===== config.mk =====
export PLATFORM = sky130hd
export DESIGN_NAME = i2c_addr_slave
export DESIGN_NICKNAME = d
export VERILOG_FILES = /design/src/rtl/i2c_slv_pkg.sv /design/src/rtl/i2c_bus_sync.sv /design/src/rtl/i2c_addr_cmp.sv /design/src/rtl/i2c_slave_core.sv /design/src/rtl/i2c_addr_slave.sv
export SDC_FILE = /design/constraint.sdc
export NUM_CORES = 1
export LEC_CHECK = 0
export BUFFER_PORTS_ARGS = -buffer_cell sky130_fd_sc_hd__buf_2
export CAP_MARGIN = 20
export CORE_ASPECT_RATIO = 1.25
export CORE_MARGIN = 10
export CORE_UTILIZATION = 38
export DETAILED_ROUTE_END_ITERATION = 6
export GPL_ROUTABILITY_DRIVEN = 0
export PLACE_DENSITY = 0.56
export REMOVE_ABC_BUFFERS = 1
export SYNTH_ARGS = -nofsm -noshare
export SYNTH_HDL_FRONTEND = slang
export SYNTH_SLANG_ARGS = --single-unit

===== constraint.sdc =====
create_clock -name clk -period 5.37 [get_ports clk]
set_input_delay 1.074 -clock clk [delete_from_list [all_inputs] [get_ports clk]]
set_output_delay 1.074 -clock clk [all_outputs]
set_load 0.02 [all_outputs]

===== src/rtl/i2c_slv_pkg.sv =====
package i2c_slv_pkg;
  typedef enum logic [2:0] {
    ST_IDLE,
    ST_ADDR,
    ST_AACK,
    ST_RX,
    ST_RACK,
    ST_TX,
    ST_TACK,
    ST_WAIT
  } slv_state_t;
endpackage


===== src/rtl/i2c_bus_sync.sv =====
module i2c_bus_sync #(
  parameter int SYNC_STAGES = 2
) (
  input  logic clk,
  input  logic rst_n,
  input  logic scl_i,
  input  logic sda_i,
  output logic sda_s,
  output logic scl_rise,
  output logic scl_fall,
  output logic start_det,
  output logic stop_det
);
  localparam int QW = SYNC_STAGES + 1;

  logic [QW-1:0] scl_q, sda_q;
  logic scl_s, scl_p, sda_p;

  always_ff @(posedge clk or negedge rst_n) begin
    if (!rst_n) begin
      scl_q <= '1;
      sda_q <= '1;
    end else begin
      scl_q <= {scl_q[QW-2:0], scl_i};
      sda_q <= {sda_q[QW-2:0], sda_i};
    end
  end

  assign scl_s = scl_q[QW-2];
  assign scl_p = scl_q[QW-1];
  assign sda_s = sda_q[QW-2];
  assign sda_p = sda_q[QW-1];

  assign scl_rise  = scl_s & ~scl_p;
  assign scl_fall  = ~scl_s & scl_p;
  assign start_det = scl_s & scl_p & sda_p & ~sda_s;
  assign stop_det  = scl_s & scl_p & ~sda_p & sda_s;
endmodule


===== src/rtl/i2c_addr_cmp.sv =====
module i2c_addr_cmp #(
  parameter int ADDR_W = 7,
  parameter int PART_W = 4
) (
  input  logic [ADDR_W:0]   addr_byte,
  input  logic [ADDR_W-1:0] own_addr,
  input  logic              partial_mode,
  output logic              hit,
  output logic              rw
);
  logic full_hit, part_hit;

  assign full_hit = (addr_byte[ADDR_W:1] == own_addr);
  assign part_hit = (addr_byte[ADDR_W -: PART_W] == own_addr[ADDR_W-1 -: PART_W]);
  assign hit      = partial_mode ? part_hit : full_hit;
  assign rw       = addr_byte[0];
endmodule


===== src/rtl/i2c_slave_core.sv =====
module i2c_slave_core
  import i2c_slv_pkg::*;
#(
  parameter int DATA_W = 8
) (
  input  logic              clk,
  input  logic              rst_n,
  input  logic              sda_s,
  input  logic              scl_rise,
  input  logic              scl_fall,
  input  logic              start_det,
  input  logic              stop_det,
  input  logic              hit,
  input  logic              rw,
  input  logic              nack_cfg,
  input  logic [DATA_W-1:0] tx_data,
  output logic [DATA_W-1:0] shreg,
  output logic              sda_oe,
  output logic              tx_taken,
  output logic [DATA_W-1:0] rx_data,
  output logic              rx_valid,
  output logic              matched,
  output logic              slave_read
);
  localparam int CW = $clog2(DATA_W + 1);
  localparam logic [CW-1:0] FULL = CW'(DATA_W);

  slv_state_t    state;
  logic [CW-1:0] cnt;
  logic          mack;

  always_ff @(posedge clk or negedge rst_n) begin
    if (!rst_n) begin
      state      <= ST_IDLE;
      shreg      <= '0;
      cnt        <= '0;
      mack       <= 1'b0;
      matched    <= 1'b0;
      slave_read <= 1'b0;
      rx_data    <= '0;
      rx_valid   <= 1'b0;
      tx_taken   <= 1'b0;
    end else begin
      rx_valid <= 1'b0;
      tx_taken <= 1'b0;
      if (stop_det) begin
        state      <= ST_IDLE;
        matched    <= 1'b0;
        slave_read <= 1'b0;
      end else if (start_det) begin
        state      <= ST_ADDR;
        cnt        <= '0;
        matched    <= 1'b0;
        slave_read <= 1'b0;
      end else begin
        case (state)
          ST_ADDR: begin
            if (scl_rise) begin
              shreg <= {shreg[DATA_W-2:0], sda_s};
              cnt   <= cnt + 1'b1;
            end else if (scl_fall && cnt == FULL) begin
              if (hit) begin
                matched    <= 1'b1;
                slave_read <= rw;
                state      <= ST_AACK;
                if (rw) begin
                  shreg    <= tx_data;
                  tx_taken <= 1'b1;
                end
              end else begin
                state <= ST_WAIT;
              end
            end
          end
          ST_AACK: if (scl_fall) begin
            cnt   <= '0;
            state <= slave_read ? ST_TX : ST_RX;
          end
          ST_RX: begin
            if (scl_rise) begin
              shreg <= {shreg[DATA_W-2:0], sda_s};
              cnt   <= cnt + 1'b1;
            end else if (scl_fall && cnt == FULL) begin
              rx_data  <= shreg;
              rx_valid <= 1'b1;
              state    <= ST_RACK;
            end
          end
          ST_RACK: if (scl_fall) begin
            cnt   <= '0;
            state <= ST_RX;
          end
          ST_TX: begin
            if (scl_rise) begin
              cnt <= cnt + 1'b1;
            end else if (scl_fall) begin
              if (cnt == FULL) state <= ST_TACK;
              else shreg <= {shreg[DATA_W-2:0], 1'b1};
            end
          end
          ST_TACK: begin
            if (scl_rise) begin
              mack <= ~sda_s;
            end else if (scl_fall) begin
              if (mack) begin
                shreg    <= tx_data;
                tx_taken <= 1'b1;
                cnt      <= '0;
                state    <= ST_TX;
              end else begin
                state <= ST_WAIT;
              end
            end
          end
          default: ;
        endcase
      end
    end
  end

  always_comb begin
    case (state)
      ST_AACK: sda_oe = 1'b1;
      ST_RACK: sda_oe = ~nack_cfg;
      ST_TX:   sda_oe = ~shreg[DATA_W-1];
      default: sda_oe = 1'b0;
    endcase
  end

  a_r1_start_to_addr: assert property (@(posedge clk) disable iff (!rst_n)
    (start_det && !stop_det) |=> (state == ST_ADDR && cnt == '0));
  a_r11_stop_clears: assert property (@(posedge clk) disable iff (!rst_n)
    stop_det |=> (!matched && !slave_read && state == ST_IDLE));
  a_r5_no_drive_unmatched: assert property (@(posedge clk) disable iff (!rst_n)
    !matched |-> !sda_oe);
  a_r6_rx_single_pulse: assert property (@(posedge clk) disable iff (!rst_n)
    rx_valid |=> !rx_valid);
  a_r8_load_only_on_read: assert property (@(posedge clk) disable iff (!rst_n)
    tx_taken |-> (matched && slave_read));
  a_r10_wait_released: assert property (@(posedge clk) disable iff (!rst_n)
    (state == ST_WAIT) |-> !sda_oe);
endmodule


===== src/rtl/i2c_addr_slave.sv =====
module i2c_addr_slave #(
  parameter int ADDR_W      = 7,
  parameter int PART_W      = 4,
  parameter int DATA_W      = 8,
  parameter int SYNC_STAGES = 2
) (
  input  logic              clk,
  input  logic              rst_n,
  input  logic              scl_i,
  input  logic              sda_i,
  output logic              sda_oe,
  input  logic [ADDR_W-1:0] own_addr,
  input  logic              partial_mode,
  input  logic              nack_cfg,
  input  logic [DATA_W-1:0] tx_data,
  output logic              tx_taken,
  output logic [DATA_W-1:0] rx_data,
  output logic              rx_valid,
  output logic              matched,
  output logic              slave_read
);
  logic sda_s, scl_rise, scl_fall, start_det, stop_det;
  logic hit, rw;
  logic [DATA_W-1:0] shreg;

  i2c_bus_sync #(.SYNC_STAGES(SYNC_STAGES)) u_sync (
    .clk(clk), .rst_n(rst_n), .scl_i(scl_i), .sda_i(sda_i),
    .sda_s(sda_s), .scl_rise(scl_rise), .scl_fall(scl_fall),
    .start_det(start_det), .stop_det(stop_det)
  );

  i2c_addr_cmp #(.ADDR_W(ADDR_W), .PART_W(PART_W)) u_cmp (
    .addr_byte(shreg[ADDR_W:0]), .own_addr(own_addr),
    .partial_mode(partial_mode), .hit(hit), .rw(rw)
  );

  i2c_slave_core #(.DATA_W(DATA_W)) u_core (
    .clk(clk), .rst_n(rst_n), .sda_s(sda_s), .scl_rise(scl_rise),
    .scl_fall(scl_fall), .start_det(start_det), .stop_det(stop_det),
    .hit(hit), .rw(rw), .nack_cfg(nack_cfg), .tx_data(tx_data),
    .shreg(shreg), .sda_oe(sda_oe), .tx_taken(tx_taken),
    .rx_data(rx_data), .rx_valid(rx_valid), .matched(matched),
    .slave_read(slave_read)
  );

  a_r4_match_needs_hit: assert property (@(posedge clk) disable iff (!rst_n)
    $rose(matched) |-> $past(hit));
endmodule


* Word-level counts from Yosys, hierarchy flattened
Cells that the tools add are included.
** Storage, ports and cells
- Bits in registers :: 34
- Bits of input ports :: 21
- Output and inout bits :: 13
- Logic and storage cells :: 146
** Operators by class
- $add $sub $neg :: 1
- Eq/ne operators :: 36
- Muxes and demuxes :: 65
- Bitwise logic cells :: 16
- Reduce and logical (&&, ||, !) cells :: 16
** Operators with widths (number)
- $mux 8 :: 11
- $mux 3 :: 15
- $pmux 8 s4 :: 1
- $ne 4x3->1 const B :: 7
- $mux 1 :: 27
- $mux 4 :: 6
- $reduce_and 12->1 :: 2
- $pmux 3 s6 :: 1
- $ne 4x4->1 const B :: 4
- $reduce_and 13->1 :: 1
- $ne 3x2->1 const B :: 4
- $pmux 4 s3 :: 1
- $eq 3x3->1 const B :: 3
- $ne 3x1->1 const B :: 3
- $not 1->1 :: 9
- $reduce_bool 3->1 :: 3
- $ne 2x2->1 const B :: 4
- $reduce_and 4->1 :: 2
- $reduce_bool 4->1 :: 2
- $reduce_bool 8->1 :: 1
- $and 1x1->1 :: 7
- $eq 7x7->1 :: 1
- $reduce_and 7->1 :: 1
- $eq 3x2->1 const B :: 2
- other kinds (13) :: 16

* Depth between registers and ports, before layout
- Word-level depth :: 8
- Mapped depth :: 9
- Depth with buffers taken out :: 7

* Modules after synthesis
From an unflattened synthesis, not the netlist that was laid out.
** Unflattened totals
- Cell total of the unflattened synthesis :: 192
- Area total of the unflattened synthesis :: 2044.5 µm²
** By module, submodules not included
- i2c_slave_core :: instances 1, cells each 171, area an instance 1761.7 µm², sequential area each 700.7 µm²
- i2c_bus_sync :: instances 1, cells each 10, area an instance 190.2 µm², sequential area each 157.7 µm²
- i2c_addr_cmp :: instances 1, cells each 11, area an instance 92.6 µm², sequential area each 0.0 µm²

* Worst setup path after synthesis
No wires, ideal clock.
- Path kind :: in2out
- Start :: in nack_cfg
- End :: out sda_oe
- Data arrival time :: 1424 ps
- Data required time :: 4296 ps
- Slack :: 2872 ps
- Stages on the path :: 2
- Buffers on the path :: 0
- Cell sequence :: mux2i_1 a22o_1
** Between the ends
- Word-level cells in the longest chain between the ends :: 2
** RTL lines
- start: declaration :: RTL line i2c_addr_slave.sv:14 : input logic nack_cfg,
- $not 1->1 :: RTL line i2c_slave_core.sv:124 : ST_RACK: sda_oe = ~nack_cfg;
- $pmux 1 s3 :: RTL line i2c_slave_core.sv:122 : case (state)
- end: declaration :: RTL line i2c_addr_slave.sv:11 : output logic sda_oe,
No other way between the ends.

* Worst setup path in the final report
- Start :: reg u_core.state[1]
- End :: reg u_core.shreg[0]
** Between the ends
- Word-level cells in the longest chain between the ends :: 3
- Elaborated cells on any way between the ends :: 16
- Classes of those cells :: 13 x eq/ne; 1 x mux; 2 x reduce/logical
** RTL lines
- start: declaration :: RTL line i2c_slave_core.sv:28 : slv_state_t state;
- start signal: assignment :: RTL line i2c_slave_core.sv:77 : state <= slave_read ? ST_TX : ST_RX;
- $eq 3x1->1 (tied with other cells) :: RTL line i2c_slave_core.sv:56 : case (state)
- $ne 3x2->1 (no line) (tied with other cells)
- $reduce_and 12->1 (no line)
- end signal: assignment :: RTL line i2c_slave_core.sv:59 : shreg <= {shreg[DATA_W-2:0], sda_s};
- end signal: assignment :: RTL line i2c_slave_core.sv:67 : shreg <= tx_data;
- end signal: assignment :: RTL line i2c_slave_core.sv:81 : shreg <= {shreg[DATA_W-2:0], sda_s};
- end: declaration :: RTL line i2c_slave_core.sv:17 : output logic [DATA_W-1:0] shreg,
Parallel ways exist; a longest one is shown, timed or not.
A chain may end at the register's enable or synchronous reset.

==> results.txt <==
----------------------------------------------------
[Hold path]
  Hold Startpoint ... u_sync.scl_q[0]$_DFF_PN1_
  End point of the worst hold path ... u_sync.scl_q[1]$_DFF_PN1_
  Kind of path behind the tightest hold check ... reg2reg
  Instance count along the most critical hold path ... 0

[STA]
  Total negative slack for setup checks ... 0 ns
  Final worst path period share ... 51.10%
  Post-layout min period ... 2.744 ns
  Setup skew after layout ... 0.01086 ns
  Final Hold Vio Count ... 0
  Worst slew pin tran ... 1.044 ns
  RSZ-0062 raised after global routing ... false
  Count of final max-slew check failures ... 0
  Finish-stage setup viols ... 0
  Max-Slew Margin vs Limit ... 30.40%
  Max Clk Rate ... 364.4 MHz

[Routing]
  Drt via density ... 5.399
  Final Routed Wirelength ... between 4 and 5 mm
  Antenna violation net count after detailed routing ... 0
  Remaining DRCs ... 0
  Overall via count from detail_route ... 1,517
  WL/cell ... 16.51 µm
  Number of DRC markers after the initial detailed-route iteration ... 90
  First-pass DRT Iterations ... 4

[Pwr]
  Clock share of power ... 18.6%
  Net load switching power ... 0.4481 mW
  Static leakage ... roughly 1 nW
  Net switching share of the total power ... ~42%
  Worst supply voltage drop on vdd ... 0.2439 mV
  Total power after layout ... 1.064 mW
  Combinational fraction of design power ... 40.5%
  Power density relative to cell area ... 480.6 nW/µm²
  Sequential group share of total power ... around 41%
  Cell internal power dissipation ... 0.6157 mW

[Synthesis]
  Number of distinct library cell variants in the gate-level netlist after synthesis ... 58
  Largest family of logic cells by synthesized area ... compound AO/OA/AOI/OAI gates
  Synthesized instance count ... about 190
  Average cell area after synthesis ... approximately 10 µm²
  FF+latch count, synth ... 34
  Portion of netlist area occupied by mux cells ... 5.619%
  Main synth FF type ... dfrtp_1
  Simple-gate share of the synthesized area ... 15.33%
  Share of async-settable or async-resettable flops after synthesis ... 100.0%
  Adder-cell share of the synthesized area ... 1.277%
  Post-synthesis share of cell area spent on xor and xnor gates ... 3.576%
  Count of flip-flops with a built-in enable after synthesis ... 0
  Fraction of the yosys area taken by sequential cells ... a little over two fifths
  Post-Synthesis Cell Area ... 1959 µm²
  Synth Warn # ... 0
  Share of the synthesized area in compound gates (AO/OA/AOI/OAI) ... 24.58%

[Worst setup path]
  Worst reg2reg path endpoint ... u_core.shreg[0]$_DFFE_PN0P_
  Slowest cell on crit path ... a2111oi_4
  Worst endpoint data arrival time ... just under 3 ns
  Slack of the worst reg-to-reg path ... 2.63 ns
  Critical path fanouts, max ... 22
  Cell-by-cell trace of the critical path ... and3b_1 > nand3_1 > a2111oi_4 > o311a_1 > o21ai_0
  Sort of element at the end of the critical path ... flip-flop
  Worst setup path class ... reg2reg
  Critical R2R Launch ... u_core.state[1]$_DFFE_PN0P_
  Startpoint type of the worst setup path ... flip-flop
  Critical Path RT ... ~5.5 ns
  Path depth of the worst reg2reg path ... 5
  Critical Path Max Stage Delay ... approximately 0.95 ns

[Layout]
  Final cell count without fillers ... ~280
  Share of layout cells above drive strength 1 ... between 30% and 40%
  Ant diodes ... 0
  Final core utilization ... 43.88%
  Fin area ... about 2200 µm²
  Post-layout nets ... between 200 and 250
  Area Growth Syn to Fin ... 12.96%

[Place]
  Detail Placement HPWL ... 3.392 mm
  Instance area at placement ... 2122 µm²
  Instance count after placement with tap cells included ... 273
  PortBufs ... 33

[Die]
  Area of the placeable core ... 5044 µm²
  Starting Density ... around two fifths
  Horizontal extent of the die ... 84.23 µm
  Count of standard-cell rows ... 29
  Die H ... 100.3 µm
  Io pins ... 34
  Floorplan die area ... 8447 µm²

[Global routing]
  GRT overflow ... 0
  Pin count of the biggest net entering global routing ... 35
  Global-route wire length before repair ... 7.879 mm
  Initial antenna violation count ... 0
  Number of global-route vias before repair ... 1,654
  Total Routing Usage GR ... between 10% and 20%

[Clocking]
  Bufs on Longest Clock Path ... 2
  Insertion delay of the later-clocked pin in the worst-skew pair ... 0.29 ns
  Number of buffers added for setup after CTS ... 0
  Total number of clock tree sinks ... 34
  Clock tree from TritonCTS ... yes
  CTS Root Cell ... clkbuf_8
  Number of hold buffers added after cts ... 0
  Clock buffer count from CTS ... 5
  Number of H-tree levels ... 2
  Clock slew at reported path FFs ... 0.08 ns
  Resized cells post-CTS ... 0

[Run]
  Maximum capacitance violations ... 0

[Status]
  Outcome ... complete, no violations

----------------------------------------------------
-- cells by family after synthesis --
group,Yosys count
adder cells (fa/ha/maj),2
AO/OA/AOI/OAI,60
flip-flops,34
buffers and inverters,19
XOR/XNOR,8
AND/OR/NAND/NOR,55
multiplexers,10
-- layout make-up --
cell class,count,area [µm²]
Fill cell,505,2830
Clock buffer,7,86.33
Multi-Input combinational cell,135,987.2
Sequential cell,34,858.3
Inverter,9,33.78
Timing Repair Buffer,33,165.2
Tap cell,62,77.57
Clock inverter,1,5.005
-- cell usage after synthesis (2+ instances only) --
cell       n  area share, %
dfrtp_1   28             36
nand2_1   14            2.7
o21ai_0   10            2.6
a21oi_1    9            2.3
inv_1      9            1.7
mux2_2     8            4.6
nand3_1    8            2.0
nor2_1     8            1.5
xnor2_1    7            3.1
a22oi_1    6            2.3
dfstp_2    6            8.0
a21oi_2    4            1.8
a31oi_1    4            1.3
a31oi_2    4            2.6
buf_6      4            2.3
nand2b_1   4            1.3
clkbuf_1   3           0.57
nor2b_1    3           0.96
o31ai_1    3            1.1
buf_2      2           0.51
ha_1       2            1.3
mux2i_1    2            1.0
nand3b_1   2           0.77
nand4_1    2           0.64
nor3_1     2           0.51
or3_1      2           0.64
-- power by group through the flow --
stage,logic [mW],registers [mW],clock network [mW]
after global routing,0.493,0.449,0.215
after floorplan,0.353,0.400,0
after global placement,0.429,0.438,0
after detailed placement,0.435,0.437,0
final,0.431,0.435,0.198
after CTS,0.436,0.434,0.205
-- cell usage in the layout, fill, tap and decap left out, drive strengths merged, types with 3 or more instances in the layout --
cell | synthesis | layout
buf | 6 | 33
dfrtp | 28 | 28
nand2 | 14 | 14
a21oi | 13 | 13
o21ai | 11 | 11
nor2 | 10 | 10
inv | 9 | 9
nand3 | 8 | 8
mux2 | 8 | 8
a31oi | 8 | 8
xnor2 | 7 | 7
clkbuf | 4 | 7
a22oi | 6 | 6
dfstp | 6 | 6
nand2b | 4 | 4
nor2b | 3 | 3
o31ai | 3 | 3
-- registers in the layout, indices dropped and copies added (netlist names) --
name               cells
u_core.slave_read      1
u_core.matched         1
u_core.shreg           8
u_core.mack            1
u_core.cnt             4
u_sync.sda_q           3
u_core.rx_valid        1
u_core.state           3
u_core.rx_data         8
u_core.tx_taken        1
u_sync.scl_q           3
-- how the worst max path moves through the flow --
stage                                      startpoint  slack [ns]                           to  depth (start not counted)
after floorplan                           own_addr[2]        2.81  u_core.shreg[1]$_DFFE_PN0P_                          5
after global placement                    own_addr[6]        2.54  u_core.shreg[2]$_DFFE_PN0P_                          6
after detailed placement                  own_addr[1]        2.46  u_core.shreg[1]$_DFFE_PN0P_                          6
after CTS                 u_core.state[2]$_DFFE_PN0P_        2.64                       sda_oe                          3
after global routing      u_core.state[1]$_DFFE_PN0P_        2.48  u_core.shreg[0]$_DFFE_PN0P_                          5
final                     u_core.state[1]$_DFFE_PN0P_        2.63  u_core.shreg[0]$_DFFE_PN0P_                          5
-- through the flow --
step                      hold slack [ns]  setup slack, ns
after floorplan                    0.3452            2.813
after global placement             0.3457            2.537
after detailed placement           0.3479            2.458
after CTS                          0.3524            2.642
after global routing               0.3486            2.477
final                              0.3459            2.626
-- worst max-delay path: cells and delay by family, from the launching register on --
kind               cells  cell delay (ns)
DFF                    1             0.77
AOI/OAI and AO/OA      3             1.33
and+or+nand+nor        2             0.54
-- routing by layer --
layer	vias to the layer above	track usage, %	part of all wire (%)
li1	751	-	-
met1	737	12.47	44
met2	24	19.93	51
met3	5	2.917	3.4
met4	0	3.226	1.0
met5	-	0	0
No activity file was read; power rests on OpenSTA's default activity.
